### src/rtl/mbx_pkg.sv
package mbx_pkg;
  localparam logic [7:0] OFF_CMD  = 8'h00;
  localparam logic [7:0] OFF_STAT = 8'h04;
  localparam logic [7:0] OFF_OBUF = 8'h80;
  localparam logic [7:0] OFF_IBUF = 8'h90;

  typedef struct packed {
    logic [7:0] rsv_hi;
    logic [7:0] size;
    logic [3:0] sub_id;
    logic [2:0] rsv_lo;
    logic       ioc;
    logic [7:0] opcode;
  } cmd_t;

  function automatic logic [31:0] be_mask(input logic [3:0] be);
    for (int b = 0; b < 4; b++) be_mask[8*b +: 8] = {8{be[b]}};
  endfunction
endpackage

### src/rtl/mbx_wordbuf.sv
module mbx_wordbuf #(
  parameter int WORDS = 4,
  localparam int IDX_W = $clog2(WORDS)
) (
  input  logic                  clk_i,
  input  logic                  rst_ni,
  input  logic                  we_i,
  input  logic [IDX_W-1:0]      idx_i,
  input  logic [3:0]            be_i,
  input  logic [31:0]           wdata_i,
  output logic [WORDS*32-1:0]   data_o
);
  for (genvar w = 0; w < WORDS; w++) begin : g_word
    for (genvar b = 0; b < 4; b++) begin : g_byte
      logic [7:0] byte_q;
      always_ff @(posedge clk_i or negedge rst_ni) begin
        if (!rst_ni)                                     byte_q <= '0;
        else if (we_i && be_i[b] && idx_i == IDX_W'(w))  byte_q <= wdata_i[8*b +: 8];
      end
      assign data_o[32*w + 8*b +: 8] = byte_q;
    end
  end
endmodule

### src/rtl/mbx_ctrl.sv
module mbx_ctrl
  import mbx_pkg::*;
(
  input  logic       clk_i,
  input  logic       rst_ni,
  input  logic       cmd_we_i,
  input  cmd_t       cmd_i,
  input  logic       ack_i,
  input  logic       done_i,
  input  logic       err_i,
  input  logic [7:0] err_code_i,
  output cmd_t       cmd_o,
  output logic       busy_o,
  output logic       err_o,
  output logic [7:0] err_code_o,
  output logic       irq_flag_o,
  output logic       doorbell_o,
  output logic       irq_o
);
  cmd_t       cmd_q;
  logic       busy_q, err_q, flag_q, db_q, irq_q;
  logic [7:0] code_q;
  logic       accept, finish;

  assign accept = cmd_we_i && !busy_q;
  assign finish = done_i && busy_q;

  always_ff @(posedge clk_i or negedge rst_ni) begin
    if (!rst_ni) begin
      cmd_q  <= '0;
      busy_q <= 1'b0;
      err_q  <= 1'b0;
      code_q <= '0;
      flag_q <= 1'b0;
      db_q   <= 1'b0;
      irq_q  <= 1'b0;
    end else begin
      db_q  <= accept;
      irq_q <= finish && cmd_q.ioc;
      if (accept) begin
        cmd_q  <= cmd_i;
        busy_q <= 1'b1;
        err_q  <= 1'b0;
        code_q <= '0;
      end else if (finish) begin
        busy_q <= 1'b0;
        err_q  <= err_i;
        code_q <= err_code_i;
      end
      // set wins over a same-cycle acknowledge
      if (finish && cmd_q.ioc) flag_q <= 1'b1;
      else if (ack_i)          flag_q <= 1'b0;
    end
  end

  assign cmd_o      = cmd_q;
  assign busy_o     = busy_q;
  assign err_o      = err_q;
  assign err_code_o = code_q;
  assign irq_flag_o = flag_q;
  assign doorbell_o = db_q;
  assign irq_o      = irq_q;


  doorbell_single_chk: assert property (@(posedge clk_i) disable iff (!rst_ni)
    db_q |=> !db_q);

  doorbell_busy_chk: assert property (@(posedge clk_i) disable iff (!rst_ni)
    db_q |-> busy_q);

  cmd_hold_chk: assert property (@(posedge clk_i) disable iff (!rst_ni)
    busy_q |=> $stable(cmd_q));

  irq_needs_ioc_chk: assert property (@(posedge clk_i) disable iff (!rst_ni)
    irq_q |-> (cmd_q.ioc && flag_q && !busy_q));

  done_clears_busy_chk: assert property (@(posedge clk_i) disable iff (!rst_ni)
    (done_i && busy_q) |=> !busy_q);
endmodule

### src/rtl/host_fw_mailbox.sv
module host_fw_mailbox
  import mbx_pkg::*;
#(
  parameter int         BUF_BYTES = 16,
  parameter logic [7:0] INIT_ID   = 8'h3C,
  localparam int        BUF_WORDS = BUF_BYTES / 4,
  localparam int        IDX_W     = $clog2(BUF_WORDS)
) (
  input  logic                   clk_i,
  input  logic                   rst_ni,
  input  logic [7:0]             h_addr_i,
  input  logic                   h_we_i,
  input  logic [3:0]             h_be_i,
  input  logic [31:0]            h_wdata_i,
  output logic [31:0]            h_rdata_o,
  output logic                   h_irq_o,
  output logic                   fw_doorbell_o,
  output logic [31:0]            fw_cmd_o,
  output logic [BUF_BYTES*8-1:0] fw_obuf_o,
  input  logic                   fw_ibuf_we_i,
  input  logic [IDX_W-1:0]       fw_ibuf_idx_i,
  input  logic [31:0]            fw_ibuf_wdata_i,
  input  logic                   fw_done_i,
  input  logic                   fw_err_i,
  input  logic [7:0]             fw_err_code_i
);
  localparam int REG_LSB = IDX_W + 2;

  logic [31:0]            wmask;
  logic                   hit_cmd, hit_stat, hit_obuf, hit_ibuf;
  logic [IDX_W-1:0]       widx;
  cmd_t                   cmd_q;
  logic                   busy, err, flag;
  logic [7:0]             code;
  logic [BUF_BYTES*8-1:0] ibuf;
  logic [31:0]            stat_word, rd_raw;

  assign wmask    = be_mask(h_be_i);
  assign widx     = h_addr_i[REG_LSB-1:2];
  assign hit_cmd  = h_addr_i == OFF_CMD;
  assign hit_stat = h_addr_i == OFF_STAT;
  assign hit_obuf = h_addr_i[7:REG_LSB] == OFF_OBUF[7:REG_LSB];
  assign hit_ibuf = h_addr_i[7:REG_LSB] == OFF_IBUF[7:REG_LSB];

  mbx_ctrl i_ctrl (
    .clk_i      (clk_i),
    .rst_ni     (rst_ni),
    .cmd_we_i   (h_we_i && hit_cmd && |h_be_i),
    .cmd_i      (cmd_t'(h_wdata_i & wmask)),
    .ack_i      (h_we_i && hit_stat && h_be_i[0] && h_wdata_i[2]),
    .done_i     (fw_done_i),
    .err_i      (fw_err_i),
    .err_code_i (fw_err_code_i),
    .cmd_o      (cmd_q),
    .busy_o     (busy),
    .err_o      (err),
    .err_code_o (code),
    .irq_flag_o (flag),
    .doorbell_o (fw_doorbell_o),
    .irq_o      (h_irq_o)
  );

  mbx_wordbuf #(.WORDS(BUF_WORDS)) i_obuf (
    .clk_i   (clk_i),
    .rst_ni  (rst_ni),
    .we_i    (h_we_i && hit_obuf),
    .idx_i   (widx),
    .be_i    (h_be_i),
    .wdata_i (h_wdata_i),
    .data_o  (fw_obuf_o)
  );

  mbx_wordbuf #(.WORDS(BUF_WORDS)) i_ibuf (
    .clk_i   (clk_i),
    .rst_ni  (rst_ni),
    .we_i    (fw_ibuf_we_i),
    .idx_i   (fw_ibuf_idx_i),
    .be_i    (4'hF),
    .wdata_i (fw_ibuf_wdata_i),
    .data_o  (ibuf)
  );

  assign fw_cmd_o  = cmd_q;
  assign stat_word = {8'h00, code, INIT_ID, cmd_q.sub_id, 1'b0, flag, err, busy};

  always_comb begin
    rd_raw = '0;
    if (hit_stat)      rd_raw = stat_word;
    else if (hit_ibuf) rd_raw = ibuf[32*widx +: 32];
  end
  assign h_rdata_o = rd_raw & wmask;


  irq_flag_set_chk: assert property (@(posedge clk_i) disable iff (!rst_ni)
    h_irq_o |-> flag);

  obuf_write_only_chk: assert property (@(posedge clk_i) disable iff (!rst_ni)
    (hit_obuf || hit_cmd) |-> h_rdata_o == '0);
endmodule

### config.mk
export PLATFORM = sky130hd
export DESIGN_NAME = host_fw_mailbox
export DESIGN_NICKNAME = d
export VERILOG_FILES = /design/src/rtl/mbx_pkg.sv /design/src/rtl/mbx_wordbuf.sv /design/src/rtl/mbx_ctrl.sv /design/src/rtl/host_fw_mailbox.sv
export SDC_FILE = /design/constraint.sdc
export NUM_CORES = 1
export LEC_CHECK = 0
export CAP_MARGIN = 20
export CORE_MARGIN = 10
export CORE_UTILIZATION = 30
export CTS_CLUSTER_SIZE = 10
export DETAILED_ROUTE_END_ITERATION = 6
export DONT_BUFFER_PORTS = 1
export SLEW_MARGIN = 5
export SYNTH_ARGS = -nofsm -noshare
export SYNTH_HDL_FRONTEND = slang
export SYNTH_HIERARCHICAL = 1
export SYNTH_SLANG_ARGS = --single-unit
### constraint.sdc
create_clock -name clk_i -period 3.3 [get_ports clk_i]
set_input_delay 0.66 -clock clk_i [delete_from_list [all_inputs] [get_ports clk_i]]
set_output_delay 0.66 -clock clk_i [all_outputs]
set_load 0.005 [all_outputs]
## Yosys cells after proc, flatten, opt, wreduce, memory -nomap -nowiden

Cells that the tools add are included.

- Register bits after elaboration: 301
- Output and inout port bits: 194

- Eq/ne operators: 9
- Shift operators: 1
- Muxes and demuxes: 10
- Bitwise operators: 2
- Reduce and logical (&&, ||, !) cells: 40

Operators by type and width:

| operator | number |
|---|---|
| 128-bit by 8-bit indexed part select with 32-bit output | 1 |
| 32-bit AND | 2 |
| 32-bit two-way mux | 2 |
| 1-bit logical AND | 33 |
| 8-bit two-way mux | 2 |
| 2-bit equality test, second input constant | 4 |
| 4-bit equality test, second input constant | 2 |
| 8-bit by 3-bit equality test with 1-bit output, second input constant | 1 |
| 8-bit logical NOT | 1 |
| 1-bit two-way mux | 6 |
| 2-bit by 1-bit equality test with 1-bit output, second input constant | 2 |
| 2-bit logical NOT | 2 |
| 2-bit nonzero test | 2 |
| 4-bit OR reduction | 1 |
| 1-bit logical NOT | 1 |

## Logic depth before layout (Yosys ltp)

- Word-level depth: 6
- Depth in mapped cells: 8
- Depth with buffers taken out: 5

## Modules after synthesis

Netlist, hierarchy kept.

By module, submodules not included:

| module | times used | cells an instance | area an instance (µm²) | seq. area each (µm²) |
|---|---|---|---|---|
| mbx_wordbuf | 2 | 280 | 5048.6 | 3203.1 |
| mbx_ctrl | 1 | 107 | 1861.8 | 1126.1 |
| host_fw_mailbox | 1 | 132 | 1426.4 | 0.0 |

## Worst setup path after synthesis

Ideal clock, no wire load.

- Path type: input to register
- Start: input h_addr_i[3]
- End: register i_ctrl/cmd_o[0] (netlist name)
- Library setup time: 0.125 ns
- Arrival time: 2.217 ns
- Slack: 0.958 ns
- Stages on the path: 8
- Cells stage by stage: buf_2 > nor4_4 > o41ai_1 > nor4_1 > nor2b_1 > buf_6 > buf_6 > mux2_4

- Longest elaborated chain between the ends: 4

Ends and longest elaborated chain:

| what | RTL line | text |
|---|---|---|
| from (decl) | host_fw_mailbox.sv:11 | `input logic [7:0] h_addr_i,` |
| 8-bit logical NOT | host_fw_mailbox.sv:40 | `assign hit_cmd = h_addr_i == OFF_CMD;` |
| 1-bit logical AND (2 in series) | host_fw_mailbox.sv:48 | `.cmd_we_i (h_we_i && hit_cmd && \|h_be_i),` |
| 1-bit logical AND | mbx_ctrl.sv:25 | `assign accept = cmd_we_i && !busy_q;` |

Every way passes these cells.
A chain may end at the register's enable or synchronous reset.

## Worst setup path after layout

- Start: input h_addr_i[3]
- End: output h_rdata_o[2]

- Longest elaborated chain between the ends: 4

Ends and longest elaborated chain:

| what | RTL line | text |
|---|---|---|
| 128-bit by 8-bit indexed part select with 32-bit output | host_fw_mailbox.sv:89 | `else if (hit_ibuf) rd_raw = ibuf[32*widx +: 32];` |
| 32-bit two-way mux | host_fw_mailbox.sv:89 |  |
| 32-bit two-way mux * | host_fw_mailbox.sv:88 | `if (hit_stat) rd_raw = stat_word;` |
| 32-bit AND * | host_fw_mailbox.sv:91 | `assign h_rdata_o = rd_raw & wmask;` |
| to (decl) | host_fw_mailbox.sv:15 | `output logic [31:0] h_rdata_o,` |

Mark *: on every way between the ends. The rest lies on a longest branch, timed or not.

==> flow_summary_export.csv <==
group,metric,value,unit
floorplanning,core,44100,sq um
floorplanning,start_util,30.3,%
clocking,cts-root-buf,"clkbuf_16",
routing,postRouteAntennaNets,0,
floorplanning,fp-row-count,77,
logic_synthesis,synth_edf_count,0,
routing,drt_iter0_markers,384,
layout,utilization,33.7,%
placement,hpwl,24.4,mm
worst_setup_path,crit_slowest_cell,"and3_1",
layout,drive_gt1_share,48.1,%
job,drv_cap,0,
logic_synthesis,synth_cell_types,32,
worst_setup_path,crit_fanout,49,
timing,fin_crit_sh,74.4,%
global_route,first_global_vias,7626,
power_and_ir_drop,clockPowerShare,39.5,%
power_and_ir_drop,leakagePower,0.00688,uW
worst_setup_path,path_cells,"nor4_4 > and3_1 > a22o_1",
power_and_ir_drop,max-vdd-ir-drop,0.308,mV
clocking,cts_sinks,301,
power_and_ir_drop,switching_share,22.3,%
timing,whs,-0.156,ns
layout,syn2layout_area_growth,11.2,%
worst_setup_path,arrival,1.80,ns
layout,antenna_cells,0,
outcome,violations,"negative hold slack",
floorplanning,die_y,231,um
routing,wire_per_inst,24.7,um
power_and_ir_drop,power_frac_seq,51.2,%
min_path,hp-class,"input port to asynchronous set/reset pin",
worst_setup_path,required,2.64,ns
logic_synthesis,postSynthAreaPerCell,16.8,sq um
logic_synthesis,synth_ff_type,"dfrtp_1",
routing,dr.pass1.iters,6,
layout,most-common-layout-cells,"301 x dfrtp_1, 256 x mux2_2, 37 x clkbuf_16",
timing,max_slew_margin,55.8,%
logic_synthesis,synthArstFlopShare,100,%
timing,min_period,2.46,ns
global_route,grt_overflow,0,
routing,wl,35.0,mm
outcome,status,"complete, but fails checks",
logic_synthesis,syn_inst,799,
clocking,clk_pin_slew_worst_paths,0.05,ns
layout,layout_commonest_cell,"dfrtp_1",
clocking,cts_resized,0,
logic_synthesis,ys_ff_latch,301,
routing,vias,6934,
timing,skew,0.0110,ns
global_route,antenna_found_initial,2,
routing,vias_per_cell,4.90,
global_route,grt_pass1_wl,52.5,mm
timing,tightest_slew,0.664,ns
placement,io_buffers,0,
clocking,cts_tree,"built",
timing,maxSlewViolCount,0,
power_and_ir_drop,p_comb_share,9.3,%
logic_synthesis,syn_area,13400,sq um
timing,grt_setup_unrepaired,"no",
timing,setup_tns,0,ns
global_route,grt_max_degree,302,
logic_synthesis,yosysSeqAreaShare,56.3,%
worst_setup_path,critical_path.max_stage_delay,0.43,ns
routing,drc,0,
power_and_ir_drop,power_density,596,nW/um^2
clocking,htreeDepth,2,
timing,setup_violations,0,
placement,gp_congestion,0.744,
worst_setup_path,cp-end-kind,"output port",
global_route,grt_usage,13.0,%
layout,nets,910,
power_and_ir_drop,cell_internal_pwr,6900,uW
clocking,post_cts_buffers,0,
clocking,cts_buffer_depth,3,
timing,max_freq,407,MHz
timing,hold_violations,301,
logic_synthesis,yosysWarnings,6,
clocking,numCtsBuffers,37,
floorplanning,io_pins,286,
clocking,clk_latency,0.52,ns
power_and_ir_drop,p_sw,1980,uW
floorplanning,dieArea,53500,sq um
floorplanning,die_w,231,um
worst_setup_path,crit_path_start_kind,"input port",
worst_setup_path,worstSetupPathType,"input port to output port",
-- worst max-delay path, delay by kind of cell --
family / cells / cell delay (ns)
AOI/OAI and AO/OA: 1 / 0.29
and+or+nand+nor: 2 / 0.79
-- synthesized netlist by cell type (2+ instances only) --
library cell	instances	area share, %
nand2_1	5	0.14
dfrtp_1	301	56
nor2_1	2	0.056
nand3_1	5	0.19
mux4_2	30	5.0
buf_6	11	0.93
buf_4	10	0.56
a22o_1	24	1.6
mux2_2	256	22
mux4_1	2	0.39
buf_8	3	0.34
and4bb_2	9	0.84
buf_2	6	0.22
nand4_4	8	1.3
mux2_1	12	1.0
nand4b_4	16	2.8
and3_1	16	0.75
mux2_4	29	3.3
clkbuf_1	7	0.20
and2_1	34	1.6
buf_12	2	0.30
-- final timing paths --
check | start | end | slack, ns | depth (start not counted)
max | h_addr_i[3] | h_rdata_o[2] | 0.84 | 3
min in group clk_i | fw_done_i | i_ctrl/busy_o | 0.22 | 1
max reg2reg | i_ctrl/busy_o | i_ctrl/cmd_o[22] | 1.65 | 3
min reg2reg | i_ctrl/irq_flag_o | i_ctrl/irq_flag_o | 0.49 | 1
min | rst_ni | i_obuf/g_word[3].g_byte[0].byte_q[5] | -0.16 | 0
max in group asynchronous | rst_ni | i_ibuf/g_word[1].g_byte[1].byte_q[0] | 2.94 | 0
-- through the flow --
| stage | std cells | instance area, sq um | power [uW] | worst slack, ns | hold WS [ns] |
|---|---|---|---|---|---|
| 2_1_floorplan | 814 | 13400 | 5280 | 0.958 | 0.364 |
| 3_3_place_gp | 1371 | 13900 | 5400 | 0.818 | 0.374 |
| 3_5_place_dp | 1371 | 13900 | 5460 | 0.800 | 0.374 |
| 4_1_cts | 1416 | 14900 | 9050 | 0.835 | -0.206 |
| 5_1_grt | 1416 | 14900 | 9290 | 0.753 | -0.191 |
| 6_report | 1416 | 14900 | 8880 | 0.844 | -0.156 |
-- kinds of logic after synthesis --
group	synth area share [%]
mux	31.2
flops	56.3
other cells	0.0280
simple gates	8.16
compound gates	1.73
buf+inv	2.57
-- metal layers --
layer	up-vias	global-route usage [%]	routed length (um)
li1	2979	-	-
met1	3677	15.4	14100
met2	233	20.5	16300
met3	45	6.36	4020
met4	0	3.76	630
met5	-	0	0
-- power groups by stage --
| stage | Sequential, uW | Combinational, uW | Clock [uW] |
|---|---|---|---|
| after CTS | 4560 | 837 | 3650 |
| after floorplan | 4480 | 800 | 0 |
| final | 4550 | 824 | 3510 |
| after global placement | 4600 | 803 | 0 |
| after global routing | 4620 | 901 | 3770 |
| after detailed placement | 4620 | 836 | 0 |
-- flip-flops by register name (all words and copies together) (netlist names) --
register and count:
i_ibuf/g_word.g_byte.byte_q 128, i_ctrl/doorbell_o 1, i_ctrl/cmd_o 32, i_obuf/g_word.g_byte.byte_q 128, i_ctrl/irq_o 1, i_ctrl/err_o 1, i_ctrl/err_code_o 8, i_ctrl/irq_flag_o 1
i_ctrl/busy_o 1
-- area by class of cell --
cell class / instances / area [sq um]
fillers: 4294 / 29200
flip-flops and latches: 301 / 7530
multi-input cells: 473 / 5580
clock buffers: 42 / 945
well taps: 592 / 741
clock inverters: 3 / 45.0
repair buffers: 4 / 42.5
inverters: 1 / 3.75
(Power assumes the default switching activity.)
